$ cat src/rtl/cf_pkg.sv
`timescale 1ns/1ps
package cf_pkg;
    localparam int CF_CODE_W = 3;

    typedef enum logic [CF_CODE_W-1:0] {
        KIND_ABS  = 3'd0,
        KIND_REL  = 3'd1,
        KIND_IND  = 3'd2,
        KIND_CALL = 3'd3,
        KIND_RET  = 3'd4
    } cf_kind_e;

    typedef enum logic [CF_CODE_W-1:0] {
        CC_ALWAYS = 3'd0,
        CC_CARRY  = 3'd1,
        CC_ZERO   = 3'd2,
        CC_NCARRY = 3'd3,
        CC_NZERO  = 3'd4
    } cf_cc_e;

    typedef enum logic [2:0] {
        ST_IDLE,
        ST_IMM_LO,
        ST_IMM_HI,
        ST_PUSH_LO,
        ST_PUSH_HI,
        ST_POP_LO,
        ST_POP_HI,
        ST_STALL
    } cf_state_e;
endpackage

$ cat src/rtl/cf_cond_eval.sv
`timescale 1ns/1ps
module cf_cond_eval
    import cf_pkg::*;
(
    input  logic [CF_CODE_W-1:0] cc,
    input  logic                 flag_z,
    input  logic                 flag_c,
    output logic                 pass
);
    always_comb begin
        case (cc)
            CC_ALWAYS: pass = 1'b1;
            CC_CARRY:  pass = flag_c;
            CC_ZERO:   pass = flag_z;
            CC_NCARRY: pass = ~flag_c;
            CC_NZERO:  pass = ~flag_z;
            default:   pass = 1'b0;   // unused codes never pass
        endcase
    end
endmodule

$ cat src/rtl/cf_addr_unit.sv
`timescale 1ns/1ps
module cf_addr_unit #(
    parameter int AW = 16,
    parameter int DW = 8
) (
    input  logic [AW-1:0] pc,
    input  logic [AW-1:0] sp,
    input  logic [DW-1:0] lo,
    input  logic [DW-1:0] rd,
    output logic [AW-1:0] pc_p1,
    output logic [AW-1:0] pc_p2,
    output logic [AW-1:0] pc_rel,
    output logic [AW-1:0] imm_tgt,
    output logic [AW-1:0] sp_m2,
    output logic [AW-1:0] sp_p1,
    output logic [AW-1:0] sp_p2
);
    localparam int EXT_W = AW - DW;

    logic [AW-1:0] disp;

    assign disp    = {{EXT_W{rd[DW-1]}}, rd};
    assign pc_p1   = pc + AW'(1);
    assign pc_p2   = pc + AW'(2);
    // offset is applied to the PC already past the operand byte
    assign pc_rel  = pc_p1 + disp;
    assign imm_tgt = AW'({rd, lo});
    assign sp_m2   = sp - AW'(2);
    assign sp_p1   = sp + AW'(1);
    assign sp_p2   = sp + AW'(2);
endmodule

$ cat src/rtl/cf_seq_fsm.sv
`timescale 1ns/1ps
module cf_seq_fsm
    import cf_pkg::*;
#(
    parameter int            AW     = 16,
    parameter int            DW     = 8,
    parameter logic [AW-1:0] PC_RST = 'h0100,
    parameter logic [AW-1:0] SP_RST = 'hFFFE
) (
    input  logic                 clk,
    input  logic                 rst_n,
    input  logic                 req_valid,
    input  logic [CF_CODE_W-1:0] req_kind,
    input  logic                 cond_pass,
    input  logic [AW-1:0]        hl_val,
    input  logic [DW-1:0]        mem_rdata,
    input  logic                 mem_ready,
    input  logic [AW-1:0]        pc_p1,
    input  logic [AW-1:0]        pc_p2,
    input  logic [AW-1:0]        pc_rel,
    input  logic [AW-1:0]        imm_tgt,
    input  logic [AW-1:0]        sp_m2,
    input  logic [AW-1:0]        sp_p1,
    input  logic [AW-1:0]        sp_p2,
    output logic [AW-1:0]        pc_o,
    output logic [AW-1:0]        sp_o,
    output logic [DW-1:0]        lo_o,
    output logic                 mem_rd,
    output logic                 mem_wr,
    output logic [AW-1:0]        mem_addr,
    output logic [DW-1:0]        mem_wdata,
    output logic                 busy,
    output logic                 done
);
    typedef struct packed {
        cf_state_e            st;
        logic [CF_CODE_W-1:0] kind;
        logic                 take;
        logic [AW-1:0]        pc;
        logic [AW-1:0]        sp;
        logic [DW-1:0]        lo;
        logic                 done;
    } seq_t;

    seq_t seq_d, seq_q;
    logic xfer;

    // memory request decode from the registered state
    always_comb begin
        mem_rd    = 1'b0;
        mem_wr    = 1'b0;
        mem_addr  = seq_q.pc;
        mem_wdata = '0;
        case (seq_q.st)
            ST_IMM_LO, ST_IMM_HI: begin
                mem_rd   = 1'b1;
                mem_addr = seq_q.pc;
            end
            ST_PUSH_LO: begin
                mem_wr    = 1'b1;
                mem_addr  = seq_q.sp;
                mem_wdata = pc_p2[DW-1:0];
            end
            ST_PUSH_HI: begin
                mem_wr    = 1'b1;
                mem_addr  = sp_p1;
                mem_wdata = DW'(pc_p2 >> DW);
            end
            ST_POP_LO: begin
                mem_rd   = 1'b1;
                mem_addr = seq_q.sp;
            end
            ST_POP_HI: begin
                mem_rd   = 1'b1;
                mem_addr = sp_p1;
            end
            default: ;
        endcase
    end

    assign xfer = (mem_rd | mem_wr) & mem_ready;

    // next-state computation
    always_comb begin
        seq_d      = seq_q;
        seq_d.done = 1'b0;
        case (seq_q.st)
            ST_IDLE: begin
                if (req_valid) begin
                    seq_d.kind = req_kind;
                    seq_d.take = cond_pass;
                    case (req_kind)
                        KIND_ABS, KIND_REL: seq_d.st = ST_IMM_LO;
                        KIND_IND: begin
                            seq_d.pc   = hl_val;
                            seq_d.done = 1'b1;
                        end
                        KIND_CALL: begin
                            if (cond_pass) begin
                                seq_d.sp = sp_m2;
                                seq_d.st = ST_PUSH_LO;
                            end else begin
                                seq_d.st = ST_IMM_LO;
                            end
                        end
                        KIND_RET: seq_d.st = ST_POP_LO;
                        default: ;
                    endcase
                end
            end
            ST_IMM_LO: begin
                if (xfer) begin
                    seq_d.pc = pc_p1;
                    seq_d.lo = mem_rdata;
                    if (seq_q.kind == KIND_REL) begin
                        if (seq_q.take) begin
                            seq_d.pc = pc_rel;
                            seq_d.st = ST_STALL;
                        end else begin
                            seq_d.st   = ST_IDLE;
                            seq_d.done = 1'b1;
                        end
                    end else begin
                        seq_d.st = ST_IMM_HI;
                    end
                end
            end
            ST_IMM_HI: begin
                if (xfer) begin
                    if (seq_q.take) begin
                        seq_d.pc = imm_tgt;
                        seq_d.st = ST_STALL;
                    end else begin
                        seq_d.pc   = pc_p1;
                        seq_d.st   = ST_IDLE;
                        seq_d.done = 1'b1;
                    end
                end
            end
            ST_PUSH_LO: if (xfer) seq_d.st = ST_PUSH_HI;
            ST_PUSH_HI: if (xfer) seq_d.st = ST_IMM_LO;
            ST_POP_LO: begin
                if (xfer) begin
                    seq_d.lo = mem_rdata;
                    if (seq_q.take) begin
                        seq_d.st = ST_POP_HI;
                    end else begin
                        seq_d.st   = ST_IDLE;
                        seq_d.done = 1'b1;
                    end
                end
            end
            ST_POP_HI: begin
                if (xfer) begin
                    seq_d.pc = imm_tgt;
                    seq_d.sp = sp_p2;
                    seq_d.st = ST_STALL;
                end
            end
            ST_STALL: begin
                seq_d.st   = ST_IDLE;
                seq_d.done = 1'b1;
            end
            default: seq_d.st = ST_IDLE;
        endcase
    end

    always_ff @(posedge clk or negedge rst_n) begin
        if (!rst_n) begin
            seq_q <= '{st: ST_IDLE, kind: '0, take: 1'b0, pc: PC_RST,
                       sp: SP_RST, lo: '0, done: 1'b0};
        end else begin
            seq_q <= seq_d;
        end
    end

    assign pc_o = seq_q.pc;
    assign sp_o = seq_q.sp;
    assign lo_o = seq_q.lo;
    assign busy = (seq_q.st != ST_IDLE);
    assign done = seq_q.done;

    assert_single_access_R12: assert property (@(posedge clk) disable iff (!rst_n)
        !(mem_rd && mem_wr));

    assert_hold_req_R12: assert property (@(posedge clk) disable iff (!rst_n)
        ((mem_rd || mem_wr) && !mem_ready) |=>
        ($stable(mem_addr) && $stable(mem_wdata) && $stable(mem_rd) && $stable(mem_wr)));

    assert_sp_step_R8: assert property (@(posedge clk) disable iff (!rst_n)
        (sp_o != $past(sp_o)) |->
        ((sp_o == $past(sp_o) - AW'(2)) || (sp_o == $past(sp_o) + AW'(2))));

    assert_done_idle_R13: assert property (@(posedge clk) disable iff (!rst_n)
        done |-> !busy);

    assert_start_req_R3: assert property (@(posedge clk) disable iff (!rst_n)
        $rose(busy) |-> $past(req_valid));

    assert_stall_end_R6: assert property (@(posedge clk) disable iff (!rst_n)
        (busy && !mem_rd && !mem_wr) |=> done);
endmodule

$ cat src/rtl/ctl_flow_seq.sv
`timescale 1ns/1ps
module ctl_flow_seq
    import cf_pkg::*;
#(
    parameter int            AW     = 16,
    parameter int            DW     = 8,
    parameter logic [AW-1:0] PC_RST = 'h0100,
    parameter logic [AW-1:0] SP_RST = 'hFFFE
) (
    input  logic                 clk,
    input  logic                 rst_n,
    input  logic                 req_valid,
    input  logic [CF_CODE_W-1:0] req_kind,
    input  logic [CF_CODE_W-1:0] req_cond,
    input  logic                 flag_z,
    input  logic                 flag_c,
    input  logic [AW-1:0]        hl_val,
    output logic                 mem_rd,
    output logic                 mem_wr,
    output logic [AW-1:0]        mem_addr,
    output logic [DW-1:0]        mem_wdata,
    input  logic [DW-1:0]        mem_rdata,
    input  logic                 mem_ready,
    output logic [AW-1:0]        pc_out,
    output logic [AW-1:0]        sp_out,
    output logic                 busy,
    output logic                 done
);
    logic          cond_pass;
    logic [DW-1:0] lo_byte;
    logic [AW-1:0] pc_p1, pc_p2, pc_rel, imm_tgt, sp_m2, sp_p1, sp_p2;

    cf_cond_eval i_cond (
        .cc     (req_cond),
        .flag_z (flag_z),
        .flag_c (flag_c),
        .pass   (cond_pass)
    );

    cf_addr_unit #(.AW(AW), .DW(DW)) i_addr (
        .pc      (pc_out),
        .sp      (sp_out),
        .lo      (lo_byte),
        .rd      (mem_rdata),
        .pc_p1   (pc_p1),
        .pc_p2   (pc_p2),
        .pc_rel  (pc_rel),
        .imm_tgt (imm_tgt),
        .sp_m2   (sp_m2),
        .sp_p1   (sp_p1),
        .sp_p2   (sp_p2)
    );

    cf_seq_fsm #(.AW(AW), .DW(DW), .PC_RST(PC_RST), .SP_RST(SP_RST)) i_fsm (
        .clk       (clk),
        .rst_n     (rst_n),
        .req_valid (req_valid),
        .req_kind  (req_kind),
        .cond_pass (cond_pass),
        .hl_val    (hl_val),
        .mem_rdata (mem_rdata),
        .mem_ready (mem_ready),
        .pc_p1     (pc_p1),
        .pc_p2     (pc_p2),
        .pc_rel    (pc_rel),
        .imm_tgt   (imm_tgt),
        .sp_m2     (sp_m2),
        .sp_p1     (sp_p1),
        .sp_p2     (sp_p2),
        .pc_o      (pc_out),
        .sp_o      (sp_out),
        .lo_o      (lo_byte),
        .mem_rd    (mem_rd),
        .mem_wr    (mem_wr),
        .mem_addr  (mem_addr),
        .mem_wdata (mem_wdata),
        .busy      (busy),
        .done      (done)
    );
endmodule

$ cat config.mk
export PLATFORM = sky130hd
export DESIGN_NAME = ctl_flow_seq
export DESIGN_NICKNAME = d
export VERILOG_FILES = /design/src/rtl/cf_pkg.sv /design/src/rtl/cf_cond_eval.sv /design/src/rtl/cf_addr_unit.sv /design/src/rtl/cf_seq_fsm.sv /design/src/rtl/ctl_flow_seq.sv
export SDC_FILE = /design/constraint.sdc
export NUM_CORES = 1
export LEC_CHECK = 0
export ABC_AREA = 1
export ABC_CLOCK_PERIOD_IN_PS = 3400
export BUFFER_PORTS_ARGS = -buffer_cell sky130_fd_sc_hd__buf_2
export CORE_ASPECT_RATIO = 1.1
export CORE_MARGIN = 2
export CORE_UTILIZATION = 57
export CTS_BUF_LIST = sky130_fd_sc_hd__clkbuf_16
export DETAILED_ROUTE_END_ITERATION = 8
export GPL_TIMING_DRIVEN = 0
export PLACE_DENSITY_LB_ADDON = 0.05
export REMOVE_ABC_BUFFERS = 1
export SYNTH_ARGS = -nofsm -noshare
export SYNTH_HDL_FRONTEND = slang
export SYNTH_SLANG_ARGS = --single-unit
export TNS_END_PERCENT = 100
$ cat constraint.sdc
create_clock -name clk -period 3.4 [get_ports clk]
set_input_delay 0 -clock clk [delete_from_list [all_inputs] [get_ports clk]]
set_output_delay 0 -clock clk [all_outputs]
set_load 0.01 [all_outputs]
==> key figures, run 1 <==
Worst setup path
  • Crit path to: i_fsm.pc_o[11]
  • Req. time, crit path: 3.59 ns
  • Critical Path AT: 3.34 ns
  • Crit path from: i_fsm.pc_o[2]
  • Worst reg2reg path startpoint: i_fsm.pc_o[2]
  • Worst setup path class: reg2reg
  • CP startpoint kind: register
  • Maximum net fanout on the critical path: 7
  • R2R cell count: 20
  • R2R Path End: i_fsm.pc_o[11]
  • CP endpoint kind: register
  • R2r setup slk: 0.25 ns

Flow run
  • Max-cap violations: 0

Synthesis
  • Cell variety after synth: 47
  • Avg Cell Area, Syn: 6.30 um2
  • Synth area leaders: dfrtp_1 (15%), nand2_1 (15%), inv_1 (8.7%)
  • Post-Synthesis Cells: 819
  • Post-Syn Area: between 5000 and 6000 um2
  • Top FF cell, synth: dfrtp_1
  • Share of the synthesized area in the top cell type: 15.0%
  • EDFF count, synth: 0
  • Seq cells post-synth: 47
  • Synth warnings: 0
  • Top-count cell post-synth: nand2_1
  • Asr flop ratio synth: 100%
  • Commonest cells in the netlist: nand2_1 (205), inv_1 (120), o21ai_0 (69)
  • Sequential area share after synthesis: 23.2%
  • Cell taking the most area after synthesis: dfrtp_1

Detailed routing
  • DRT Pass-1 Iters: 5
  • Via/cell ratio: between 5 and 6
  • Routed WL per cell: approximately 16 um
  • Routed Antenna Nets: 0
  • Post-route DRC: 0
  • DR iter-0 viols: about 300
  • DRT Wirelength: about 15000 um
  • Via count: 5495

GRT
  • Global Route Usage Sum: 31.6%
  • Gr ovfl total: 0
  • Initial antenna violation count: 0
  • Largest net degree at the start of global routing: 48
  • Number of global-route vias before repair: 5229
  • First-pass GRT wire length: 25000 um

Clocking
  • Post-CTS setup buffers: 0
  • Clock Root Buffer: clkbuf_16
  • Clock sinks: 47
  • Clk pin slew, worst setup/hold paths: 0.07 ns
  • Clk_lat worst skew: 0.29 ns
  • CTS HTree Levels: 2
  • TritonCTS Buffers: 5
  • Max Root-Sink Buffers: 2
  • CTS tree: yes

Finish
  • Share of cells above drive strength 1: 17.9%
  • Final nets: 929
  • Number of diodes: 0
  • Area Overhead vs Synth: 9.43%
  • Fill count: 876

STA
  • Fin crit share: between 90 and 100%
  • Slew Limit Fails: 0
  • Clk_skew: 0.00335 ns
  • Final setup viols: 0
  • Hold Violations, Final: 0
  • Max Fclk: approximately 0.32 GHz
  • Slew headroom: between 20 and 30%
  • RSZ-0062 raised after global routing: no
  • Setup TNS Final: 0 ns
  • Final hold slack: 0.00728 ns
  • PnR worst setup slack: roughly 0.25 ns
  • Min Tclk post-route: 3.15 ns
  • Transition time of the tightest slew-check pin: approximately 1.1 ns

Power and ir drop
  • Peak supply drop: just under 600 uV
  • Pwr Total: 0.00580 W
  • PD cells: 1030 nW/um2
  • Leakage power: about 2.9 nW

Floorplan
  • Die H: 104 um
  • Starting Density: 58.5%
  • IO Count: 96
  • Core area: 8830 um2
  • Row count: 36
  • Die Area: a little under 10000 um2
  • Die Wd: between 90 and 100 um

Placement
  • Hpwl dp: roughly 12000 um
  • Port Buffers: 94
  • Pre-CTS WS: 0.153 ns
  • GPL Wtd Cong: ~0.94

Min path
  • Hold Path Class: in2reg

Outcome
  • Outcome: finished clean
kinds of logic (layout without fill, tap and decap cells):
logic type                 after synthesis  in the layout  share of synthesized area (%)
buffers and inverters                  186            238                           16.6
xor gates and xnor gates                31             31                           5.26
muxes                                    2              2                          0.436
adders and majority gates               23             23                           5.72
other                                    1              1                         0.0727
DFF                                     47             47                           23.2
AOI/OAI and AO/OA                      162            162                           18.2
and+or+nand+nor                        367            367                           30.5
layer usage:
layer	track usage [%]	share of wire, %	vias up
met2	55.3	50	204
met4	13.6	4.1	0
met1	38.5	41	2528
met3	3.35	5.2	46
li1	-	-	2717
met5	0	0	-
power breakdown:
group	internal (W)	switching, W	leakage (nW)
logic	0.00139	0.00255	2.27
clock network	0.000347	0.000230	0.0838
registers	0.000882	0.000408	0.537
total	0.00262	0.00319	2.89
cells in the final DEF, fill, tap and decap left out, types with 22 or more instances in the layout:
cell type and count:
nand2_1 205, xor2_1 25, nand3_1 56, nor2_1 59, dfrtp_1 29, buf_2 94, ha_1 22, a21oi_1 42
o21ai_0 69, inv_1 120
registers in the layout, summed over array words and instances (netlist names):
name,count
i_fsm.done,1
i_fsm.sp_o,15
i_fsm.seq_q,7
i_fsm.lo_o,8
i_fsm.pc_o,16
stage by stage:
stage	instances	utilization [%]	area, um2
after floorplan	763	-	4790
after global placement	971	61.2	5400
after detailed placement	971	61.2	5400
after CTS	985	63.8	5630
after global routing	985	64.0	5650
final	985	64.0	5650
worst max-delay path, stage by stage (launching register included):
cell and delay (ns):
dfrtp_2 0.45, ha_1 0.25, nand2_1 0.12, inv_1 0.10
nand2_1 0.14, nor2_4 0.17, xor2_2 0.21, inv_1 0.10
ha_1 0.34, nand2_1 0.14, inv_1 0.05, a21oi_1 0.13
nand2_1 0.16, nand2_1 0.12, nand2_1 0.05, nand2_1 0.05
nand3_1 0.07, a21oi_1 0.23, nand2_1 0.07, nand2_1 0.06
inv_1 0.04
layout make-up:
| cell class | instances | area [um2] | area share [%] |
|---|---|---|---|
| Multi-Input combinational cell | 586 | 3120 | 55.2 |
| Tap cell | 114 | 143 | 2.53 |
| Sequential cell | 47 | 1200 | 21.2 |
| Clock inverter | 3 | 43.8 | 0.775 |
| Timing Repair Buffer | 100 | 531 | 9.39 |
| Inverter | 130 | 488 | 8.64 |
| Clock buffer | 5 | 125 | 2.22 |
worst min path at each step:
| stage | start | endpoint | slack [ns] | cells past startpoint |
|---|---|---|---|---|
| after floorplan | rst_n | i_fsm.done | -0.30 | 0 |
| after global placement | rst_n | i_fsm.seq_q[42] | 0.26 | 1 |
| after detailed placement | rst_n | i_fsm.seq_q[42] | 0.27 | 1 |
| after CTS | hl_val[0] | i_fsm.pc_o[0] | 0.000006 | 3 |
| after global routing | hl_val[0] | i_fsm.pc_o[0] | 0.01 | 3 |
| final | hl_val[0] | i_fsm.pc_o[0] | 0.007 | 3 |
repair_timing:
item                                    CTS  global route
hold buffers                              6             0
endpoints found under the hold margin    36             0
endpoints found under the setup margin    0             6
gates resized for setup                   0             4
Note: power is estimated with default switching activity, not from simulation.
==> run 2, diff against run 1 <==
--- a/config.mk
+++ b/config.mk
@@ -5,7 +5,6 @@
 export SDC_FILE = /design/constraint.sdc
 export NUM_CORES = 1
 export LEC_CHECK = 0
-export ABC_AREA = 1
 export ABC_CLOCK_PERIOD_IN_PS = 3400
 export BUFFER_PORTS_ARGS = -buffer_cell sky130_fd_sc_hd__buf_2
 export CORE_ASPECT_RATIO = 1.1
@@ -15,6 +14,7 @@
 export DETAILED_ROUTE_END_ITERATION = 8
 export GPL_TIMING_DRIVEN = 0
 export PLACE_DENSITY_LB_ADDON = 0.05
+export RECOVER_POWER = 25
 export REMOVE_ABC_BUFFERS = 1
 export SYNTH_ARGS = -nofsm -noshare
 export SYNTH_HDL_FRONTEND = slang
==> key figures, run 2 <==
Outcome
  • Outcome: finished with violations
  • Violated checks: negative hold slack

Placement
  • Port Buffers: 94 (unchanged)
  • Hpwl dp: 9930 um (-17%)
  • GPL Wtd Cong: 0.969 (+2.8%)
  • Placed instance count: 717 (-26%)

Detailed routing
  • DRT Pass-1 Iters: 5 (unchanged)
  • DRT Wirelength: 14400 um (-6.5%)
  • Routed Antenna Nets: 0 (unchanged)
  • Via count: 4756 (-13%)
  • DR iter-0 viols: 408 (+35%)
  • Via/cell ratio: 6.30 (+13%)
  • Routed WL per cell: 19.1 um (+22%)
  • Post-route DRC: 0 (unchanged)

Synthesis
  • Asr flop ratio synth: 100% (unchanged)
  • Top-count cell post-synth: nand2_1
  • Seq cells post-synth: 47 (unchanged)
  • Top FF cell, synth: dfrtp_1
  • Sequential area share after synthesis: 25.4% (+2.2 points)
  • Commonest cells in the netlist: nand2_1 (54), nor2_1 (43), buf_4 (33)
  • Synth warnings: 0 (unchanged)
  • EDFF count, synth: 0 (unchanged)
  • Cell variety after synth: 67 (+43%)
  • Synth area leaders: dfrtp_1 (16%), dfstp_2 (8.9%), ha_1 (5.8%)
  • Cell taking the most area after synthesis: dfrtp_1
  • Post-Synthesis Cells: 583 (-29%)
  • Post-Syn Area: 4710 um2 (-8.8%)
  • Avg Cell Area, Syn: 8.08 um2 (+28%)
  • Share of the synthesized area in the top cell type: 16.5% (+1.4 points)

GRT
  • Largest net degree at the start of global routing: 48 (unchanged)
  • Initial antenna violation count: 0 (unchanged)
  • Gr ovfl total: 0 (unchanged)
  • Global Route Usage Sum: 31.4% (-0.13 points)
  • Number of global-route vias before repair: 4643 (-11%)
  • First-pass GRT wire length: 22800 um (-8.6%)

Floorplan
  • Die Area: 9000 um2 (-8.4%)
  • Starting Density: 59.2% (+0.72 points)
  • Row count: 34 (-5.6%)
  • IO Count: 96 (unchanged)
  • Core area: 7960 um2 (-9.9%)
  • Die H: 99.3 um (-4.3%)
  • Die Wd: 90.7 um (-4.3%)

Power and ir drop
  • PD cells: 1060 nW/um2 (+3.1%)
  • Leakage power: 2.41 nW (-17%)
  • Peak supply drop: 536 uV (-8.4%)
  • Pwr Total: 0.00590 W (+1.7%)

Clocking
  • Clk_lat worst skew: 0.29 ns (about the same)
  • TritonCTS Buffers: 5 (unchanged)
  • CTS HTree Levels: 2 (unchanged)
  • Clk pin slew, worst setup/hold paths: 0.07 ns (about the same)
  • Clock Root Buffer: clkbuf_16
  • Max Root-Sink Buffers: 2 (unchanged)
  • CTS tree: yes
  • Clock sinks: 47 (unchanged)

Worst setup path
  • Worst setup path class: reg2reg
  • Req. time, crit path: 3.57 ns (-0.02 ns)
  • Critical Path AT: 3.55 ns (+0.21 ns)
  • CP startpoint kind: register
  • CP endpoint kind: register
  • Maximum net fanout on the critical path: 8 (+1)

STA
  • Final hold slack: -0.00347 ns (-0.0107 ns)
  • Hold Violations, Final: 1 (+1)
  • Min Tclk post-route: 3.39 ns (+0.236 ns)
  • Slew Limit Fails: 0 (unchanged)
  • RSZ-0062 raised after global routing: yes
  • Setup TNS Final: 0 ns (unchanged)
  • Fin crit share: 99.6% (+6.9 points)
  • Slew headroom: 16.2% (-9.0 points)
  • Clk_skew: 0.00423 ns (+0.000875 ns)
  • Final setup viols: 0 (unchanged)
  • Transition time of the tightest slew-check pin: 1.25 ns (+0.130 ns)
  • Max Fclk: 0.295 GHz (-7.0%)

Finish
  • Area Overhead vs Synth: 18.4%
  • Post-route insts no fill: 755 (-23%)
  • Max FFs per register: 16 (unchanged)
  • Leading cell type in the layout, fill and taps excluded: buf_2
  • Number of diodes: 0 (unchanged)
  • Share of cells above drive strength 1: 31.7% (+14 points)
  • Final Util: 70.1% (+6.1 points)
  • Most frequent cells in the layout: buf_2 (92), nand2_1 (52), nor2_1 (39)
  • Final nets: 705 (-24%)

Min path
  • Hold Path Class: in2reg

Flow run
  • Max-cap violations: 0 (unchanged)
[run 2: cell count changes in the layout (fill, tap and decap cells not counted), sizes merged, moves of 11 or more]
cell,change
and3,+13
xnor2,+17
nand2,-155
nand3,-35
nor2,-25
a222oi,+11
inv,-107
a21oi,-15
mux2,+20
o21ai,-45
buf,+24
[run 2: what timing repair did]
item	in CTS	in global routing
hold buffers	5	0
setup buffers	12	13
setup endpoints to repair	3	1
resized for setup	27	17
hold endpoints to repair	35	0
pin swaps	2	9
[run 2: power by group]
| part | leakage [nW] | switching (W) | internal (W) | total (W) |
|---|---|---|---|---|
| Combinational | 1.79 | 0.00214 | 0.00174 | 0.00388 |
| Clock | 0.0916 | 0.000229 | 0.000360 | 0.000590 |
| Sequential | 0.528 | 0.000537 | 0.000899 | 0.00144 |
| Total | 2.41 | 0.00291 | 0.00300 | 0.00590 |
[run 2: logic make-up (layout without fill, tap and decap cells)]
| family | count (synthesis) | in the layout | synth area share (%) |
|---|---|---|---|
| other | 1 | 1 | 0.0796 |
| AND/OR/NAND/NOR | 202 | 202 | 21.9 |
| flip-flops | 47 | 47 | 25.4 |
| XOR/XNOR | 47 | 47 | 8.74 |
| adder cells (fa/ha/maj) | 23 | 23 | 6.27 |
| buffers and inverters | 92 | 156 | 10.4 |
| multiplexers | 25 | 25 | 5.90 |
| AO/OA/AOI/OAI | 146 | 146 | 21.3 |
[run 2: worst paths after layout]
path | cells past startpoint | startpoint | end | slack (ns)
setup / recovery | 11 | i_fsm.pc_o[7] | i_fsm.pc_o[15] | 0.01
hold / removal | 2 | req_kind[2] | i_fsm.seq_q[44] | -0.003
setup reg to reg | 11 | i_fsm.pc_o[7] | i_fsm.pc_o[15] | 0.01
hold reg to reg | 2 | i_fsm.lo_o[1] | i_fsm.lo_o[1] | 0.49
max in group asynchronous | 2 | rst_n | i_fsm.pc_o[9] | 2.14
min in group asynchronous | 2 | rst_n | i_fsm.seq_q[45] | 0.50
[run 2: layout make-up]
class                   instances  area [um2]
clock buffers                   7         175
clock inverters                 1        3.75
fillers                       652        2380
inverters                      22        82.6
multi-input cells             444        3220
flip-flops and latches         47        1210
well taps                     108         135
repair buffers                126         749
[run 2: critical path, cell delays in order, from the launching register on]
cell and delay (ns):
dfrtp_1 0.60, nand2_1 0.12, nor3_2 0.29, nand2_2 0.14, xnor2_1 0.15, ha_1 0.35
and4_1 0.23, a221o_1 0.39, o211a_1 0.23, o21a_1 0.20, o2111ai_1 0.17, or3b_1 0.37
[run 2: routing by layer]
metal  GRT usage, %  up-vias  share of wire, %
li1               -     2216                 -
met1           38.6     2235                40
met2           55.0      267                49
met3           4.62       38               8.6
met4           13.7        0               2.9
met5              0        -                 0
[run 2: metrics by stage]
| step | setup slack, ns | area [um2] |
|---|---|---|
| after floorplan | -0.0801 | 4300 |
| after global placement | -0.580 | 4910 |
| after detailed placement | -0.600 | 4950 |
| after CTS | 0.00316 | 5400 |
| after global routing | -0.0969 | 5570 |
| final | 0.0149 | 5570 |
